--- src/rtl/sync_sel_pkg.sv ---
package sync_sel_pkg;
    typedef struct packed {
        logic act;
        logic pol;
    } sync_stat_t;
endpackage

--- src/rtl/sync_monitor.sv ---
module sync_monitor
    import sync_sel_pkg::*;
#(
    parameter int CW = 12
) (
    input  logic          clk,
    input  logic          rst_n,
    input  logic          raw,
    input  logic [CW-1:0] win_len,
    output logic          lvl,
    output sync_stat_t    stat
);
    localparam logic [CW-1:0] RUN_MAX = '1;

    typedef struct packed {
        logic          s1;
        logic          s2;
        logic          prev;
        logic [CW-1:0] cnt;
        logic [CW-1:0] run;
        logic [CW-1:0] hi_len;
        logic [CW-1:0] lo_len;
        logic          hi_ok;
        logic          lo_ok;
        logic [1:0]    edges;
        logic          act;
        logic          pol;
    } mon_t;

    mon_t q, d;
    logic edge_seen;
    logic win_end;
    logic [1:0] edges_now;

    always_comb begin
        d = q;
        d.s1   = raw;
        d.s2   = q.s1;
        d.prev = q.s2;
        edge_seen = (q.s2 != q.prev);
        win_end   = (q.cnt == win_len);
        d.cnt     = win_end ? '0 : q.cnt + 1'b1;

        if (edge_seen) begin
            d.run = {{(CW-1){1'b0}}, 1'b1};
            if (q.prev) begin
                d.hi_len = q.run;
                d.hi_ok  = 1'b1;
            end else begin
                d.lo_len = q.run;
                d.lo_ok  = 1'b1;
            end
        end else if (q.run != RUN_MAX) begin
            d.run = q.run + 1'b1;
        end

        edges_now = (edge_seen && q.edges != 2'd2) ? q.edges + 2'd1 : q.edges;
        d.edges   = win_end ? 2'd0 : edges_now;

        if (win_end) begin
            d.act = (edges_now == 2'd2);
            if (edges_now == 2'd2 && q.hi_ok && q.lo_ok)
                d.pol = (q.hi_len < q.lo_len);
        end
    end

    always_ff @(posedge clk or negedge rst_n) begin
        if (!rst_n) q <= '0;
        else        q <= d;
    end

    assign lvl      = q.s2;
    assign stat.act = q.act;
    assign stat.pol = q.pol;

    AST_QUIET_INACTIVE: assert property (@(posedge clk) disable iff (!rst_n)
        win_end && edges_now != 2'd2 |=> !stat.act);
    AST_STATUS_AT_WINDOW: assert property (@(posedge clk) disable iff (!rst_n)
        !win_end |=> $stable(stat.act) && $stable(stat.pol));
endmodule

--- src/rtl/chan_pick.sv ---
module chan_pick (
    input  logic [1:0] act,
    input  logic       ovr,
    input  logic       pick,
    input  logic       cur,
    output logic       nxt
);
    always_comb begin
        if (ovr)          nxt = pick;
        else if (act[0])  nxt = 1'b0;
        else if (act[1])  nxt = 1'b1;
        else              nxt = cur;
    end
endmodule

--- src/rtl/sync_select.sv ---
module sync_select
    import sync_sel_pkg::*;
#(
    parameter int CW = 12
) (
    input  logic          clk,
    input  logic          rst_n,
    input  logic [1:0]    hs_raw,
    input  logic [1:0]    vs_raw,
    input  logic [1:0]    sog_raw,
    input  logic [CW-1:0] win_len,
    input  logic          hs_src_ovr,
    input  logic          hs_src_pick,
    input  logic          vs_pol_ovr,
    input  logic          vs_pol_val,
    output logic [1:0]    hs_active,
    output logic [1:0]    hs_polarity,
    output logic [1:0]    vs_active,
    output logic [1:0]    vs_polarity,
    output logic [1:0]    sog_active,
    output logic [1:0]    sog_polarity,
    output logic          hs_chan,
    output logic          vs_chan,
    output logic          hs_norm,
    output logic          vs_norm
);
    localparam int NCH = 2;

    typedef struct packed {
        logic hs_chan;
        logic vs_chan;
        logic hs_norm;
        logic vs_norm;
    } sel_t;

    sync_stat_t hs_st  [NCH];
    sync_stat_t vs_st  [NCH];
    sync_stat_t sog_st [NCH];
    logic [NCH-1:0] hs_lvl;
    logic [NCH-1:0] vs_lvl;
    logic [NCH-1:0] sog_lvl_unused;

    for (genvar ch = 0; ch < NCH; ch++) begin : g_ch
        sync_monitor #(.CW(CW)) u_hs (
            .clk(clk), .rst_n(rst_n), .raw(hs_raw[ch]), .win_len(win_len),
            .lvl(hs_lvl[ch]), .stat(hs_st[ch]));
        sync_monitor #(.CW(CW)) u_vs (
            .clk(clk), .rst_n(rst_n), .raw(vs_raw[ch]), .win_len(win_len),
            .lvl(vs_lvl[ch]), .stat(vs_st[ch]));
        sync_monitor #(.CW(CW)) u_sog (
            .clk(clk), .rst_n(rst_n), .raw(sog_raw[ch]), .win_len(win_len),
            .lvl(sog_lvl_unused[ch]), .stat(sog_st[ch]));

        assign hs_active[ch]    = hs_st[ch].act;
        assign hs_polarity[ch]  = hs_st[ch].pol;
        assign vs_active[ch]    = vs_st[ch].act;
        assign vs_polarity[ch]  = vs_st[ch].pol;
        assign sog_active[ch]   = sog_st[ch].act;
        assign sog_polarity[ch] = sog_st[ch].pol;
    end

    sel_t q, d;
    logic hs_nxt, vs_nxt;
    logic hs_eff_pol, vs_eff_pol;

    chan_pick u_hs_pick (
        .act(hs_active), .ovr(hs_src_ovr), .pick(hs_src_pick),
        .cur(q.hs_chan), .nxt(hs_nxt));
    chan_pick u_vs_pick (
        .act(vs_active), .ovr(1'b0), .pick(1'b0),
        .cur(q.vs_chan), .nxt(vs_nxt));

    always_comb begin
        d = q;
        hs_eff_pol = hs_polarity[q.hs_chan];
        vs_eff_pol = vs_pol_ovr ? vs_pol_val : vs_polarity[q.vs_chan];
        d.hs_chan  = hs_nxt;
        d.vs_chan  = vs_nxt;
        d.hs_norm  = hs_lvl[q.hs_chan] ^ ~hs_eff_pol;
        d.vs_norm  = vs_lvl[q.vs_chan] ^ ~vs_eff_pol;
    end

    always_ff @(posedge clk or negedge rst_n) begin
        if (!rst_n) q <= '0;
        else        q <= d;
    end

    assign hs_chan = q.hs_chan;
    assign vs_chan = q.vs_chan;
    assign hs_norm = q.hs_norm;
    assign vs_norm = q.vs_norm;

    AST_HS_OVERRIDE: assert property (@(posedge clk) disable iff (!rst_n)
        hs_src_ovr |=> hs_chan == $past(hs_src_pick));
    AST_AUTO_PREFER0: assert property (@(posedge clk) disable iff (!rst_n)
        !hs_src_ovr && hs_active[0] |=> !hs_chan);
    AST_AUTO_ONLY1: assert property (@(posedge clk) disable iff (!rst_n)
        !hs_src_ovr && hs_active == 2'b10 |=> hs_chan);
    AST_HOLD_IDLE: assert property (@(posedge clk) disable iff (!rst_n)
        !hs_src_ovr && hs_active == 2'b00 |=> $stable(hs_chan));
    AST_VS_HOLD_IDLE: assert property (@(posedge clk) disable iff (!rst_n)
        vs_active == 2'b00 |=> $stable(vs_chan));
endmodule

--- config.mk ---
export PLATFORM = sky130hd
export DESIGN_NAME = sync_select
export DESIGN_NICKNAME = d
export VERILOG_FILES = /design/src/rtl/sync_sel_pkg.sv /design/src/rtl/sync_monitor.sv /design/src/rtl/chan_pick.sv /design/src/rtl/sync_select.sv
export SDC_FILE = /design/constraint.sdc
export NUM_CORES = 1
export LEC_CHECK = 0
export ABC_CLOCK_PERIOD_IN_PS = 5660
export BUFFER_PORTS_ARGS = -buffer_cell sky130_fd_sc_hd__buf_2
export CAP_MARGIN = 20
export CELL_PAD_IN_SITES_DETAIL_PLACEMENT = 0
export CELL_PAD_IN_SITES_GLOBAL_PLACEMENT = 1
export CORE_MARGIN = 5
export CORE_UTILIZATION = 55
export DETAILED_ROUTE_END_ITERATION = 8
export GPL_ROUTABILITY_DRIVEN = 1
export PLACE_DENSITY_LB_ADDON = 0.1
export REMOVE_ABC_BUFFERS = 1
export SETUP_SLACK_MARGIN = 0.02
export SLEW_MARGIN = 20
export SYNTH_ARGS = -nofsm -noshare
export SYNTH_HDL_FRONTEND = slang
export SYNTH_SLANG_ARGS = --single-unit
export TNS_END_PERCENT = 10
--- constraint.sdc ---
create_clock -name clk -period 5.66 [get_ports clk]
set_clock_uncertainty 0.05 [all_clocks]
set_input_delay 0.849 -clock clk [delete_from_list [all_inputs] [get_ports clk]]
set_output_delay 0.849 -clock clk [all_outputs]
set_load 0.01 [all_outputs]
Word level (Yosys, flattened, before mapping). Index checks and enable logic that the tools add are counted.

Register bits after elaboration: 346. Input port bits: 24.

Add/sub/neg operators: 18. Order comparisons: 8. Eq/ne operators: 30. Muxes and demuxes: 44. Bitwise logic cells: 10. Reductions and logical operators: 44.

Operators by type and width (number): 12-bit two-way mux (18); 12-bit by 1-bit adder with 12-bit output, second input constant (12); 12-bit equality test (6); 12-bit less-than comparator (6); 12-bit inequality test, second input constant (6); 2-bit AND reduction (18); 2-bit two-way mux (12); 1-bit logical AND (18); 1-bit two-way mux (14); 2-bit nonzero test (7); 2-bit by 1-bit adder with 2-bit output, second input constant (6); 2-bit equality test, second input constant (6); 2-bit inequality test, second input constant (6); 1-bit NOT (8); 1-bit inequality test (6); 1-bit by 2-bit less-than comparator with 1-bit output, second input constant (2); 3-bit nonzero test (1); 1-bit XOR (2).

Longest topological paths before layout.
Depth in word-level cells: 7. Mapped depth: 7.

Hierarchy. A second synthesis with hierarchy kept.

Cells, all modules: 1556. Area, all modules: 16769.8 um^2.

By module, submodules not included: sync_monitor (instances 6, cells each 256, area an instance 2761.4 um^2, seq. area each 1426.4 um^2); sync_select (instances 1, cells each 14, area an instance 171.4 um^2, seq. area each 100.1 um^2); chan_pick (instances 2, cells each 3, area an instance 15.0 um^2, seq. area each 0.0 um^2).

Worst setup path before layout. No wires, ideal clock.

Kind: in2reg. Start: input win_len[9]. End: register g_ch[1].u_sog.q, in the netlist g_ch[1].u_sog.stat[0]. Arrival time: 1985 ps. Required time: 5485 ps. Setup slack: 3501 ps. Stages: 6. Cell sequence: buf_2 xnor2_1 nand4_1 nor3_4 nand4_1 mux2_2.

Longest elaborated chain between the ends: 2.

Ends and longest elaborated chain: start: declaration (RTL line sync_select.sv:11) `input logic [CW-1:0] win_len,`; 12-bit equality test (RTL line sync_monitor.sv:41) `win_end = (q.cnt == win_len);`; 2-bit AND reduction (no source line); end signal: assignment (RTL line sync_monitor.sv:68) `if (!rst_n) q <= '0;`; end signal: assignment (RTL line sync_monitor.sv:69) `else q <= d;`; end: declaration (RTL line sync_monitor.sv:30) `mon_t q, d;`.

No other way between the ends. A chain may end at the register's enable or synchronous reset.

Worst setup path after layout.
Start: register g_ch[1].u_vs.q, in the netlist g_ch[1].u_vs.lvl. End: register g_ch[1].u_vs.q, in the netlist g_ch[1].u_vs.stat[0].

Longest elaborated chain between the ends: 7.

Ends and longest elaborated chain: start: declaration (RTL line sync_monitor.sv:30); start signal: assignment (RTL line sync_monitor.sv:68); start signal: assignment (RTL line sync_monitor.sv:69); 1-bit inequality test (RTL line sync_monitor.sv:40) `edge_seen = (q.s2 != q.prev);`; 1-bit logical AND (RTL line sync_monitor.sv:57) `edges_now = (edge_seen && q.edges != 2'd2) ? q.edges + 2'd1 : q.edges;`; 2-bit two-way mux (RTL line sync_monitor.sv:57); 2-bit equality test (RTL line sync_monitor.sv:62) `if (edges_now == 2'd2 && q.hi_ok && q.lo_ok)`; 1-bit logical AND (2 in series) (RTL line sync_monitor.sv:62); 2-bit AND reduction (no source line).

No other way between the ends.

==> implementation parameters <==
Parameter                              Value

Route
  Number of nets with antenna violations after routing    0
  WL met2    between 10000 and 15000 um
  Number of iterations in the first detailed-routing pass    4
  DR vias/cell    5.40
  Number of DRC violations after detailed-routing iteration 0    roughly 500
  Post-detailed-route wirelength per cell    15.4 um
  Met3 Wirelength    about 1000 um
  Number of vias in the routed layout    between 10000 and 15000
  Top layer reached by signal wires    met4
  Wirelength, routed    approximately 31000 um
  Metal1 wirelength    15200 um
  Count of unresolved DRC violations after routing    0

Timing
  Final count of negative-setup-slack endpoints    0
  Setup_tns    0 ns
  Final hold violation count    0
  Min cycle time layout    2.11 ns
  Share of the clock period used by the worst path after layout    0.373
  Maximum frequency from static timing analysis    0.473 GHz
  Transition at the pin with the smallest max-transition slack    between 0.8 and 0.9 ns
  Worst max-slew margin expressed relative to the limit    0.426
  Total count of max-transition violations in the final report    0
  Setup repair after global routing missed its margin    false

Clocking
  Htree depth    2
  Clk Tree Root Cell    sky130_fd_sc_hd__clkbuf_16
  Post-CTS Resized    0
  Number of hold buffers added after cts    0
  TritonCTS clock tree    done
  Worst-skew pair later-pin latency    0.51 ns
  TritonCTS Sinks    346
  Post-CTS Setup Bufs    0
  Number of buffers on the longest clock path    3
  Number of buffers inserted during clock tree synthesis    39
  Clock slew at the register clock pins of the worst setup and hold paths    0.06 ns

Place
  Routability cong.    approximately 0.80
  Detailed placer's ending HPWL    21400 um
  Buffers on Ports    39
  Instance area after placement    0.0173 mm^2

Power
  Proportion of total power due to net switching    0.274
  Total internal power    about 4800 uW
  Logic gate share of total power    0.153
  Total power consumption of the routed design    6610 uW
  Share of power burned in the clock network    0.376
  Power per cell area    between 300 and 400 mW/mm^2
  Switching power total    1810 uW
  Static Leak    approximately 0.0085 uW
  Part of the power in registers    0.471
  Worst ir drop on vdd    0.000267 V

Worst setup path
  Kind of launch point of the worst setup path    flop
  Critical R2R Launch    g_ch[1].u_vs.lvl
  CP required    6.00 ns
  Critical path data arrival time    2.45 ns
  Peak fanout along the critical path    9
  Classification of the worst setup path    reg2reg
  Critical path origin    g_ch[1].u_vs.lvl
  Kind of capture point of the worst setup path    flop

Final layout
  Final nets    1726
  Final core utilization    0.611
  Fraction of layout instances using a drive strength above 1    0.135
  Area taken by flip-flops and latches    0.00866 mm^2
  Count of antenna diodes in the layout    0
  Finished layout cell area    0.0186 mm^2
  Area of the multi-input gates    0.00756 mm^2
  Area growth from synthesis to layout    10.5%
  Fill cell total of the finished layout    2538

Logic synthesis
  Fraction of the yosys area taken by sequential cells    0.514
  Synth Instances    1576
  Largest cells by area after synthesis    sky130_fd_sc_hd__dfrtp_1 51%, sky130_fd_sc_hd__ha_1 7.1%, sky130_fd_sc_hd__xnor2_1 6.8%
  Mean post-synth cell area    ~11 um^2
  Yosys Warn Count    0
  Cell type with the highest aggregate area in the netlist    sky130_fd_sc_hd__dfrtp_1
  Number of distinct library cells after synthesis    54
  Cell Area, Synth    0.0168 mm^2
  Synth async-reset ratio    1.00
  Number of synthesized register bits    346
  Synth Flop Type    sky130_fd_sc_hd__dfrtp_1
  Fraction of post-synthesis cell area in the top cell type by area    0.514
  EDFF count, synth    0

Die
  Effective utilization at floorplan    0.553
  Total I/O pin count    40
  Die boundary height    185 um
  Die W    185 um
  Overall die area    0.0342 mm^2
  Core region area    0.0304 mm^2
  Row Count    64

Global routing
  Global-route wire length before repair    55000 um
  Aggregate global routing overflow    0
  Pin count of the biggest net entering global routing    129
  Via count of the first global-routing pass    approximately 11000
  GRT Total Usage    0.192
  Number of antenna violations at the first check in global routing    0

Hold path
  Min-Delay Path Class    in2async

Flow run
  Maxcap violations    0

Run status
  Status    complete, no violations
## power by group through the flow
stage	clock (uW)	combinational, uW	sequential (uW)
global route	2670	1180	3160
CTS	2570	1040	3120
finish	2490	1010	3110
floorplan	0	771	3050
detailed placement	0	1020	3160
global placement	0	989	3150
## placed cells by master, fill, tap and decap left out, types with 36 or more instances in the layout
cell type | synthesis | routed
sky130_fd_sc_hd__nor2_1 | 142 | 142
sky130_fd_sc_hd__o21ai_0 | 99 | 99
sky130_fd_sc_hd__nor3_1 | 36 | 36
sky130_fd_sc_hd__nand3_1 | 60 | 60
sky130_fd_sc_hd__xor2_1 | 39 | 39
sky130_fd_sc_hd__ha_1 | 96 | 96
sky130_fd_sc_hd__a21oi_1 | 49 | 49
sky130_fd_sc_hd__buf_2 | 19 | 38
sky130_fd_sc_hd__clkbuf_16 | 0 | 41
sky130_fd_sc_hd__dfrtp_1 | 346 | 346
sky130_fd_sc_hd__inv_1 | 86 | 86
sky130_fd_sc_hd__xnor2_1 | 130 | 130
sky130_fd_sc_hd__mux2_2 | 90 | 90
sky130_fd_sc_hd__nand4_1 | 40 | 40
sky130_fd_sc_hd__nand2_1 | 126 | 126
## routing by layer
| layer | vias up | GRT usage |
|---|---|---|
| met2 | 110 | 0.308 |
| li1 | 5456 | - |
| met5 | - | 0 |
| met4 | 0 | 0.0461 |
| met3 | 47 | 0.0320 |
| met1 | 5350 | 0.277 |
## final timing paths
check / end / slack (ns) / depth (start not counted)
worst max-delay path: g_ch[1].u_vs.stat[0] / 3.55 / 5
worst min-delay path: g_ch[1].u_sog.q[42] / 0.26 / 1
worst max register to register: g_ch[1].u_vs.stat[0] / 3.55 / 5
worst min register to register: g_ch[0].u_hs.lvl / 0.30 / 0
max in group asynchronous: g_ch[1].u_hs.q[32] / 3.91 / 2
min in group clk: g_ch[0].u_hs.lvl / 0.30 / 0
## metrics by stage
| step | setup WS [ns] | hold WS (ns) | instances |
|---|---|---|---|
| finish | 3.55 | 0.257 | 2031 |
| CTS | 3.53 | 0.285 | 2031 |
| detailed placement | 3.01 | 0.286 | 1961 |
| global route | 3.38 | 0.300 | 2031 |
| floorplan | 3.49 | 0.281 | 1522 |
| global placement | 3.04 | 0.283 | 1961 |
## sequential cells by signal, indices dropped and copies added (netlist names), 4 cells and up
name and flops:
g_ch.u_hs.stat 4, g_ch.u_sog.stat 4, g_ch.u_sog.q 106, g_ch.u_vs.stat 4
g_ch.u_hs.q 106, g_ch.u_vs.q 106
## cell type report
cell class / instances / area share
flip-flops and latches: 346 / 0.465
multi-input cells: 1085 / 0.407
clock buffers: 65 / 0.0670
well taps: 396 / 0.0266
inverters: 91 / 0.0184
repair buffers: 43 / 0.0133
clock inverters: 5 / 0.00269
## worst max-delay path, stage by stage (launching register included)
cell                      delay, ns
sky130_fd_sc_hd__dfrtp_1       0.46
sky130_fd_sc_hd__ha_1          0.46
sky130_fd_sc_hd__or3_1         0.41
sky130_fd_sc_hd__mux2i_1       0.19
sky130_fd_sc_hd__nand4_1       0.12
sky130_fd_sc_hd__mux2_2        0.30
## cell families after synthesis
| group | count (synthesis) | share of synthesized area |
|---|---|---|
| AND/OR/NAND/NOR | 517 | 0.154 |
| adder cells (fa/ha/maj) | 96 | 0.0713 |
| multiplexers | 102 | 0.0673 |
| flip-flops | 346 | 0.514 |
| XOR/XNOR | 169 | 0.0879 |
| buffers and inverters | 145 | 0.0367 |
| AO/OA/AOI/OAI | 201 | 0.0688 |
## synthesized netlist by cell type (4+ instances only)
cell / instances
sky130_fd_sc_hd__o21bai_1: 8
sky130_fd_sc_hd__buf_4: 13
sky130_fd_sc_hd__nand3_1: 60
sky130_fd_sc_hd__clkinv_1: 5
sky130_fd_sc_hd__inv_1: 86
sky130_fd_sc_hd__or3_1: 11
sky130_fd_sc_hd__nor3_1: 36
sky130_fd_sc_hd__mux2_2: 90
sky130_fd_sc_hd__a211oi_1: 9
sky130_fd_sc_hd__a31oi_1: 10
sky130_fd_sc_hd__xor2_1: 39
sky130_fd_sc_hd__ha_1: 96
sky130_fd_sc_hd__o211a_1: 4
sky130_fd_sc_hd__buf_2: 19
sky130_fd_sc_hd__a21oi_1: 49
sky130_fd_sc_hd__or2_2: 15
sky130_fd_sc_hd__nor4_1: 6
sky130_fd_sc_hd__nand2b_1: 6
sky130_fd_sc_hd__mux2i_1: 12
sky130_fd_sc_hd__a2111oi_0: 6
sky130_fd_sc_hd__nor2b_1: 12
sky130_fd_sc_hd__nor3_4: 6
sky130_fd_sc_hd__and3_1: 34
sky130_fd_sc_hd__a21o_1: 7
sky130_fd_sc_hd__nand4_1: 40
sky130_fd_sc_hd__o21ai_0: 99
sky130_fd_sc_hd__nor2_1: 142
sky130_fd_sc_hd__xnor2_1: 130
sky130_fd_sc_hd__and4_1: 5
sky130_fd_sc_hd__clkbuf_1: 15
sky130_fd_sc_hd__dfrtp_1: 346
sky130_fd_sc_hd__nand2_1: 126
sky130_fd_sc_hd__buf_1: 6
No activity file was read; power rests on OpenSTA's default activity.
